===== src/rtl/corr_pkg.sv =====
// Package: shared constants for the mismatch-count correlator.
// Assumes a fixed tap count of four, reduced by a two-level adder tree.
package corr_pkg;
    localparam int NTAP   = 4;
    localparam int PAIR_W = 2;   // width of a sum of two mismatch bits
    localparam int CNT_W  = 3;   // width of the full count (0..4)
    localparam int TREE_STAGES = 3; // input register + two adder levels
endpackage


===== src/rtl/corr_tap.sv =====
// Comparator cell: holds one delayed symbol of the window and flags
// whether it differs from its reference slot. The held symbol also
// feeds the next cell. Assumes ref_i is stable while the stream runs.
module corr_tap #(
    parameter int SYM_W = 8
) (
    input  logic             clk,
    input  logic             rst_n,
    input  logic             en_i,
    input  logic [SYM_W-1:0] sym_i,
    input  logic [SYM_W-1:0] ref_i,
    output logic [SYM_W-1:0] sym_o,
    output logic             miss_o
);
    logic [SYM_W-1:0] sym_q;

    // Shift register cell: load the incoming symbol on an accepted strobe.
    always_ff @(posedge clk) begin
        if (!rst_n)    sym_q <= '0;
        else if (en_i) sym_q <= sym_i;
    end

    // Comparator: one mismatch bit per cell.
    always_comb begin
        miss_o = (sym_q != ref_i);
        sym_o  = sym_q;
    end

    // Window must not move on idle cycles.
    assert_tap_hold_R4: assert property (@(posedge clk) disable iff (!rst_n)
        !en_i |=> $stable(sym_q));
endmodule


===== src/rtl/corr_add_stage.sv =====
// Registered adder: sums two operands and captures the result only when
// the enable (the stage's incoming valid) is high, else holds.
module corr_add_stage #(
    parameter int IN_W  = 1,
    parameter int OUT_W = 2
) (
    input  logic             clk,
    input  logic             rst_n,
    input  logic             en_i,
    input  logic [IN_W-1:0]  a_i,
    input  logic [IN_W-1:0]  b_i,
    output logic [OUT_W-1:0] sum_o
);
    // Sum register: capture a + b on enable.
    always_ff @(posedge clk) begin
        if (!rst_n)    sum_o <= '0;
        else if (en_i) sum_o <= OUT_W'(a_i) + OUT_W'(b_i);
    end
endmodule


===== src/rtl/corr_delay.sv =====
// Optional output delay line of STAGES (valid, data) pairs. Data loads
// only with a valid entry, so the last result stays visible while idle.
// With STAGES = 0 it is a plain wire.
module corr_delay #(
    parameter int W      = 3,
    parameter int STAGES = 0
) (
    input  logic         clk,
    input  logic         rst_n,
    input  logic         vld_i,
    input  logic [W-1:0] dat_i,
    output logic         vld_o,
    output logic [W-1:0] dat_o
);
    generate
        if (STAGES == 0) begin : g_wire
            always_comb begin
                vld_o = vld_i;
                dat_o = dat_i;
            end
        end else begin : g_regs
            logic         v_q [STAGES];
            logic [W-1:0] d_q [STAGES];
            for (genvar i = 0; i < STAGES; i++) begin : g_st
                logic         v_in;
                logic [W-1:0] d_in;
                if (i == 0) begin : g_first
                    assign v_in = vld_i;
                    assign d_in = dat_i;
                end else begin : g_next
                    assign v_in = v_q[i-1];
                    assign d_in = d_q[i-1];
                end
                // Delay stage: pass valid every cycle, data only when valid.
                always_ff @(posedge clk) begin
                    if (!rst_n) begin
                        v_q[i] <= 1'b0;
                        d_q[i] <= '0;
                    end else begin
                        v_q[i] <= v_in;
                        if (v_in) d_q[i] <= d_in;
                    end
                end
            end
            always_comb begin
                vld_o = v_q[STAGES-1];
                dat_o = d_q[STAGES-1];
            end
        end
    endgenerate
endmodule


===== src/rtl/mismatch_corr.sv =====
// Top: four-tap sliding mismatch counter. A chain of comparator cells holds
// the window and a two-level registered adder tree reduces the mismatch
// bits, so each path has at most one comparator and one adder.
// Latency from accepting edge to output is 3 + EXTRA_STAGES edges.
// Assumes ref_syms_i is held constant during a stream.
module mismatch_corr #(
    parameter int SYM_W        = 8,
    parameter int EXTRA_STAGES = 0
) (
    input  logic                           clk,
    input  logic                           rst_n,
    input  logic                           in_valid_i,
    input  logic [SYM_W-1:0]               in_sym_i,
    input  logic [corr_pkg::NTAP*SYM_W-1:0] ref_syms_i,
    output logic                           out_valid_o,
    output logic [corr_pkg::CNT_W-1:0]     out_count_o
);
    import corr_pkg::*;

    localparam int LATENCY = TREE_STAGES + EXTRA_STAGES;

    logic [SYM_W-1:0] chain [NTAP];
    logic [NTAP-1:0]  miss;

    // Comparator chain: cell k holds the k-th previous accepted symbol.
    generate
        for (genvar k = 0; k < NTAP; k++) begin : g_tap
            logic [SYM_W-1:0] tap_in;
            if (k == 0) begin : g_head
                assign tap_in = in_sym_i;
            end else begin : g_link
                assign tap_in = chain[k-1];
            end
            corr_tap #(.SYM_W(SYM_W)) tap_i (
                .clk    (clk),
                .rst_n  (rst_n),
                .en_i   (in_valid_i),
                .sym_i  (tap_in),
                .ref_i  (ref_syms_i[k*SYM_W +: SYM_W]),
                .sym_o  (chain[k]),
                .miss_o (miss[k])
            );
        end
    endgenerate

    logic v_win, v_pair, v_sum;

    // Valid pipeline: follows the window, pair and sum registers.
    always_ff @(posedge clk) begin
        if (!rst_n) begin
            v_win  <= 1'b0;
            v_pair <= 1'b0;
            v_sum  <= 1'b0;
        end else begin
            v_win  <= in_valid_i;
            v_pair <= v_win;
            v_sum  <= v_pair;
        end
    end

    logic [PAIR_W-1:0] pair_lo, pair_hi;
    logic [CNT_W-1:0]  sum_q;

    // First adder level: comparator output plus one adder per path.
    corr_add_stage #(.IN_W(1), .OUT_W(PAIR_W)) add_lo_i (
        .clk(clk), .rst_n(rst_n), .en_i(v_win),
        .a_i(miss[0]), .b_i(miss[1]), .sum_o(pair_lo)
    );
    corr_add_stage #(.IN_W(1), .OUT_W(PAIR_W)) add_hi_i (
        .clk(clk), .rst_n(rst_n), .en_i(v_win),
        .a_i(miss[2]), .b_i(miss[3]), .sum_o(pair_hi)
    );
    // Second adder level: combine the two pair sums.
    corr_add_stage #(.IN_W(PAIR_W), .OUT_W(CNT_W)) add_top_i (
        .clk(clk), .rst_n(rst_n), .en_i(v_pair),
        .a_i(pair_lo), .b_i(pair_hi), .sum_o(sum_q)
    );

    corr_delay #(.W(CNT_W), .STAGES(EXTRA_STAGES)) out_dly_i (
        .clk   (clk),
        .rst_n (rst_n),
        .vld_i (v_sum),
        .dat_i (sum_q),
        .vld_o (out_valid_o),
        .dat_o (out_count_o)
    );

    assert_pair_range_R2: assert property (@(posedge clk) disable iff (!rst_n)
        v_pair |-> (pair_lo <= 2 && pair_hi <= 2));

    assert_count_range_R2: assert property (@(posedge clk) disable iff (!rst_n)
        out_valid_o |-> out_count_o <= 3'd4);

    assert_count_hold_R4: assert property (@(posedge clk) disable iff (!rst_n)
        !out_valid_o |=> (out_valid_o || $stable(out_count_o)));

    assert_reset_clear_R5: assert property (@(posedge clk) disable iff (!rst_n)
        !$past(rst_n) |-> (!out_valid_o && out_count_o == '0));

    initial begin
        assert (LATENCY >= TREE_STAGES)
            else $error("latency below tree depth");
    end
endmodule


===== config.mk =====
export PLATFORM = sky130hd
export DESIGN_NAME = mismatch_corr
export DESIGN_NICKNAME = d
export VERILOG_FILES = /design/src/rtl/corr_pkg.sv /design/src/rtl/corr_tap.sv /design/src/rtl/corr_add_stage.sv /design/src/rtl/corr_delay.sv /design/src/rtl/mismatch_corr.sv
export SDC_FILE = /design/constraint.sdc
export NUM_CORES = 1
export LEC_CHECK = 0
export CORE_AREA = 2 2 58 60
export DETAILED_ROUTE_END_ITERATION = 16
export DIE_AREA = 0 0 60 62
export DONT_BUFFER_PORTS = 1
export GPL_TIMING_DRIVEN = 0
export MAX_ROUTING_LAYER = met4
export PLACE_DENSITY_LB_ADDON = 0.15
export REMOVE_ABC_BUFFERS = 1
export SETUP_SLACK_MARGIN = 0.05
export SYNTH_ARGS = -nofsm -noshare
export SYNTH_HDL_FRONTEND = slang
export SYNTH_SLANG_ARGS = --single-unit

===== constraint.sdc =====
create_clock -name clk -period 2.3 [get_ports clk]
set_clock_uncertainty 0.1 [all_clocks]
set_input_delay 0.46 -clock clk [delete_from_list [all_inputs] [get_ports clk]]
set_output_delay 0.46 -clock clk [all_outputs]
set_load 0.01 [all_outputs]

==> impl_metrics.env, run 1 <==
export IMPL_status="complete, no violations"
export IMPL_timing_final_crit_period_ps=1697
export IMPL_wirelength_mm=3.275
export IMPL_area_growth_pct=1.318
export IMPL_power_frac_comb_pct=7.0
export IMPL_cts_buffer_depth=2
export IMPL_cp_arrival_ps=1850
export IMPL_dpl_instance_area_mm2=0.001961
export IMPL_drt_pass1_iter_count=2
export IMPL_fp_dieW_um=60
export IMPL_fillers=283
export IMPL_cts_sinks=42
export IMPL_slowest_delay_ps=390
export IMPL_num_vias=1199
export IMPL_fmax_ghz=0.5892
export IMPL_fin_area_mm2=0.002021
export IMPL_gp_congestion=0.7610
export IMPL_final_cell_mix="dfxtp_1, mux2i_1, nor2b_1"
export IMPL_p_sw_share_pct=22.39
export IMPL_startpoint_type="flip-flop"
export IMPL_fin_crit_sh_pct=73.79
export IMPL_fp_dieArea_mm2=0.003720
export IMPL_clock_latency_ps=350
export IMPL_clock_power_share_pct=30.4
export IMPL_powerDensity_mw_per_mm2=610.4
export IMPL_wire_per_inst_um=14.36
export IMPL_drive_above_1_share_pct=3.846
export IMPL_path_cells="xor2_1 -> nor4_1 -> nand2_1 -> ha_1 -> mux2i_1 -> nor2b_1"
export IMPL_p_int_mw=0.9573
export IMPL_final_common_cell="dfxtp_1"
export IMPL_p_seq_share_pct=62.6
export IMPL_die_h_um=62
export IMPL_critPathCaptureType="flip-flop"
export IMPL_drt_iter0_markers=22
export IMPL_critical_path_top_delay_family="simple AND/OR/NAND/NOR gates"
export IMPL_rsz0062_at_grt="false"
export IMPL_cts_hold_buffers=0
export IMPL_worstMarginPinSlew_ps=378.1
export IMPL_synth_cell_type_count=15
export IMPL_slowest_stage="nor4_1"
export IMPL_rows=21
export IMPL_setup_violations_final=0
export IMPL_finalSetupTns_ps=0
export IMPL_grt_pass1_wl_mm=5.140
export IMPL_worstSetupPathType="reg -> reg"
export IMPL_postLayoutCoreUtil_pct=63.56
export IMPL_crit_buf_inv=0
export IMPL_dp_hpwl_mm=2.353
export IMPL_drt_vias_per_instance=5.259
export IMPL_io_pins=47
export IMPL_drtAntennaViolNets=0
export IMPL_max_cap_viol_count=0
export IMPL_grt_antenna_before_repair=0
export IMPL_cts_buffers=5
export IMPL_power_switching_mw=0.2761
export IMPL_synth_seq_cells=42
export IMPL_core_mm2=0.003179
export IMPL_irDropWorstVdd_mv=0.4600
export IMPL_synth_avg_cell_area_um2=10.90
export IMPL_clk_pin_slew_ps=120
export IMPL_diodes=0
export IMPL_finalNetCount=228
export IMPL_synthCells=183
export IMPL_p_leak_nw=0.8908
export IMPL_final_cells=228
export IMPL_start_util_pct=62.73
export IMPL_hold_viol=0
export IMPL_syn_area_mm2=0.001994
export IMPL_post_cts_repair_setup_buffers=0
export IMPL_synth_warnings=0
export IMPL_clock_root_buffer="clkbuf_4"
export IMPL_first_global_vias=1152
export IMPL_cts_max_level=2
export IMPL_grt_overflow=0
export IMPL_drc_errors=0
export IMPL_port_buffers=0
export IMPL_slew_headroom_pct=74.56
export IMPL_ys_seq_area_share_pct=42.16
export IMPL_dp_cells=220
export IMPL_cts_tree="built"
export IMPL_critPathRequiredTime_ps=2450
export IMPL_min_path_type="in -> reg"
export IMPL_slew_viol_final=0
export IMPL_cts_resized=0
export IMPL_grtUsageTotal_pct=20.05
export IMPL_cp_max_fo=3
export IMPL_grt_max_degree=43
power groups by stage:
stage	sequential, mW	combinational, mW	clock (mW)
after detailed placement	0.790	0.0880	0
final	0.773	0.0864	0.374
after global placement	0.788	0.0848	0
after CTS	0.773	0.0884	0.382
after floorplan	0.783	0.0794	0
after global routing	0.777	0.0980	0.420
per-stage QoR:
step | worst slack [ps] | hold slack [ps] | power (mW)
CTS | 561.9 | 125.1 | 1.244
global placement | 491.6 | 403.3 | 0.8730
detailed placement | 491.0 | 427.6 | 0.8778
finish | 602.9 | 135.7 | 1.233
floorplan | 716.4 | 382.6 | 0.8628
global route | 428.2 | 115.5 | 1.295
synth_stat cells (all sizes together):
cell	count	area (µm²)
mux2i	37	370.4
nor4	8	50.05
ha	3	37.54
fa	1	20.02
inv	3	11.26
buf	5	76.32
xor2	32	280.3
nand2	6	22.52
nor2b	37	231.5
dfxtp	42	840.8
clkbuf	4	15.01
o211a	2	20.02
and2	3	18.77
worst reg2reg max path: stages, from the launching register on:
cell	delay, ps
dfxtp_1	360
xor2_1	160
nor4_1	390
nand2_1	110
ha_1	300
mux2i_1	130
nor2b_1	50
logic make-up after synthesis:
family | count (synthesis) | synth area share, %
AOI/OAI and AO/OA | 2 | 1.004
xor gates and xnor gates | 32 | 14.05
adders and majority gates | 4 | 2.886
buffers and inverters | 12 | 5.144
DFF | 42 | 42.16
muxes | 37 | 18.57
and+or+nand+nor | 54 | 16.19
cell type report:
cell class / instances / area [µm²] / area share [%]
clock buffers: 7 / 55.05 / 2.724
multi-input cells: 129 / 1051 / 52.01
well taps: 46 / 57.56 / 2.848
clock inverters: 1 / 5.005 / 0.2477
flip-flops and latches: 42 / 840.8 / 41.61
inverters: 3 / 11.26 / 0.5573
per-layer routing:
layer | share of wire, % | GRT usage (%) | routed length [µm] | vias to the layer above
met5 | 0 | - | 0 | -
met4 | 1.9 | 10.48 | 62 | 0
met3 | 6.7 | 5.797 | 219 | 7
met2 | 46 | 30.28 | 1493 | 35
met1 | 46 | 24.32 | 1499 | 550
li1 | - | - | - | 607
state kept, by name (all words and copies together) (netlist names):
| signal | cells |
|---|---|
| add_hi_i.sum_o | 2 |
| add_lo_i.sum_o | 2 |
| add_top_i.sum_o | 3 |
| g_tap.tap_i.sym_o | 32 |
| v_pair | 1 |
| v_sum | 1 |
| v_win | 1 |
worst paths after layout:
kind                                              start           endpoint  slack (ps)  cells past startpoint
worst max-delay path            g_tap[1].tap_i.sym_o[6]  add_lo_i.sum_o[0]         600                      6
worst min-delay path                              rst_n              v_sum         140                      1
worst max register to register  g_tap[1].tap_i.sym_o[6]  add_lo_i.sum_o[0]         600                      6
worst min register to register        add_lo_i.sum_o[0]  add_lo_i.sum_o[0]         440                      2
Note: power is estimated with default switching activity, not from simulation.
==> run 2: changes to the inputs <==
- CORE_AREA: 2 2 58 60 -> 2 2 60 62
- DIE_AREA: 0 0 60 62 -> 0 0 62 64
- clock period: 2.3 -> 1.7 ns (I/O delays scaled with it)
==> run 2 against run 1 <==
Compared with the run above:
- critical path depth is the same
- register-to-register slack lost 490 ps
- final area grew 2.6%
- count of clock-buffer cells in the layout is the same
- power grew 36%
- fmax grew 6.6%
- via count shrank 1.3%
- clock power grew 34%
- first-iteration DRC count grew 27%
- utilization shrank 0.43 points
- routed wire length grew 3.6%
- setup slack lost 490 ps
==> impl_metrics.env, run 2 (synthesis gave the netlist of run 1 again) <==
export IMPL_status="complete, no violations"
export IMPL_grt_pass1_wl_mm=5.609
export IMPL_max_cap_viol_count=0
export IMPL_grtUsageTotal_pct=19.88
export IMPL_dpl_instance_area_mm2=0.001961
export IMPL_fp_dieW_um=62
export IMPL_drc_errors=0
export IMPL_powerDensity_mw_per_mm2=808.7
export IMPL_critPathRequiredTime_ps=1840
export IMPL_clock_root_buffer="clkbuf_4"
export IMPL_final_cell_mix="mux2i_1, nor2b_1, dfxtp_1"
export IMPL_gp_congestion=0.7025
export IMPL_start_util_pct=60.72
export IMPL_fin_area_mm2=0.002073
export IMPL_slowest_stage="dfxtp_2"
export IMPL_cp_arrival_ps=1730
export IMPL_drt_pass1_iter_count=4
export IMPL_first_global_vias=1276
export IMPL_drive_above_1_share_pct=8.649
export IMPL_fmax_ghz=0.6282
export IMPL_largest_reg_flops=32
export IMPL_drt_iter0_markers=28
export IMPL_port_buffers=0
export IMPL_finalNetCount=231
export IMPL_cts_buffer_depth=2
export IMPL_grt_overflow=0
export IMPL_worstSetupPathType="reg -> reg"
export IMPL_whs_ps=26.01
export IMPL_hold_viol=0
export IMPL_diodes=0
export IMPL_min_path_type="in -> reg"
export IMPL_grt_max_degree=43
export IMPL_wirelength_mm=3.393
export IMPL_worstMarginPinSlew_ps=255.1
export IMPL_slew_viol_final=0
export IMPL_irDropWorstVdd_mv=0.6210
export IMPL_path_cells="xor2_1 -> nor4_2 -> nand2_1 -> ha_1 -> mux2i_1 -> nor2b_1"
export IMPL_p_total_mw=1.677
export IMPL_drt_vias_per_instance=5.121
export IMPL_core_mm2=0.003284
export IMPL_wire_per_inst_um=14.69
export IMPL_slowest_delay_ps=360
export IMPL_rows=21
export IMPL_num_vias=1183
export IMPL_fin_crit_sh_pct=93.64
export IMPL_cts_sinks=42
export IMPL_drtAntennaViolNets=0
export IMPL_timing_final_crit_period_ps=1592
export IMPL_cts_buffers=5
export IMPL_startpoint_type="flip-flop"
export IMPL_setup_violations_final=0
export IMPL_rsz0062_at_grt="true"
export IMPL_io_pins=47
export IMPL_critPathCaptureType="flip-flop"
export IMPL_cts_max_level=2
export IMPL_area_growth_pct=3.952
export IMPL_clock_latency_ps=340
export IMPL_p_leak_nw=0.9083
export IMPL_dp_hpwl_mm=2.351
export IMPL_grt_antenna_before_repair=0
export IMPL_cp_max_fo=3
export IMPL_cts_tree="built"
export IMPL_fp_dieArea_mm2=0.003968
export IMPL_die_h_um=64
export IMPL_slew_headroom_pct=82.84
export IMPL_clk_pin_slew_ps=110
export IMPL_postLayoutCoreUtil_pct=63.12
## run 2: cell types whose count changed in the layout (fill, tap and decap cells not counted), sizes merged
cell         change
dlygate4sd3      +2
buf              +1
## run 2: per-stage QoR
step / worst slack [ps] / setup TNS [ps] / cells
after floorplan: 236.4 / 0 / 174
after global placement: -1.538 / -1.538 / 220
after detailed placement: -15.81 / -15.81 / 220
after CTS: 56.84 / 0 / 229
after global routing: -49.99 / -49.99 / 231
final: 108.1 / 0 / 231
## run 2: timing repair
action	CTS	global route
endpoints found under the setup margin	3	2
hold buffers	0	2
setup buffers	1	0
hold endpoints to repair	0	5
gates resized for setup	5	3
pin swaps	2	3
## run 2: worst max-delay path: cells and delay by family, from the launching register on
family                     cells  cell delay, ps
muxes                          1             130
adders and majority gates      1             300
DFF                            1             360
xor gates and xnor gates       1             170
and+or+nand+nor                3             430
## run 2: per-layer routing
metal / vias up / track usage [%] / share of wire, %
met5: - / - / 0
met2: 33 / 30.34 / 45
met4: 0 / 7.181 / 1.8
met3: 6 / 7.490 / 6.1
met1: 535 / 23.56 / 47
li1: 609 / - / -
## run 2: layout make-up
type	instances	area, µm²
clock buffer	7	55.05
clock inverter	1	5.005
fill	310	1211
inverter	3	11.26
multi-input combinational	129	1070
sequential	42	847.1
tap	46	57.56
timing repair buffer	3	27.53
## run 2: final timing paths
path | from | end | slack [ps] | cells past startpoint
min | rst_n | g_tap[1].tap_i.sym_o[7] | 30 | 1
max reg2reg | g_tap[1].tap_i.sym_o[1] | add_lo_i.sum_o[0] | 110 | 6
max | g_tap[1].tap_i.sym_o[1] | add_lo_i.sum_o[0] | 110 | 6
min reg2reg | add_hi_i.sum_o[1] | add_hi_i.sum_o[1] | 440 | 2
## run 2: power by group
part	internal (mW)	leakage (nW)	switching (mW)	total [mW]
sequential	1.02	0.344	0.0296	1.05
combinational	0.0849	0.529	0.0450	0.130
clock	0.201	0.0353	0.301	0.502
total	1.30	0.908	0.375	1.68
==> run 3: changes to the inputs <==
- GPL_ROUTABILITY_DRIVEN: unset -> 0
==> results of run 3 <==
Same layout as run 2: the final DEF is identical, and so are final timing and power.
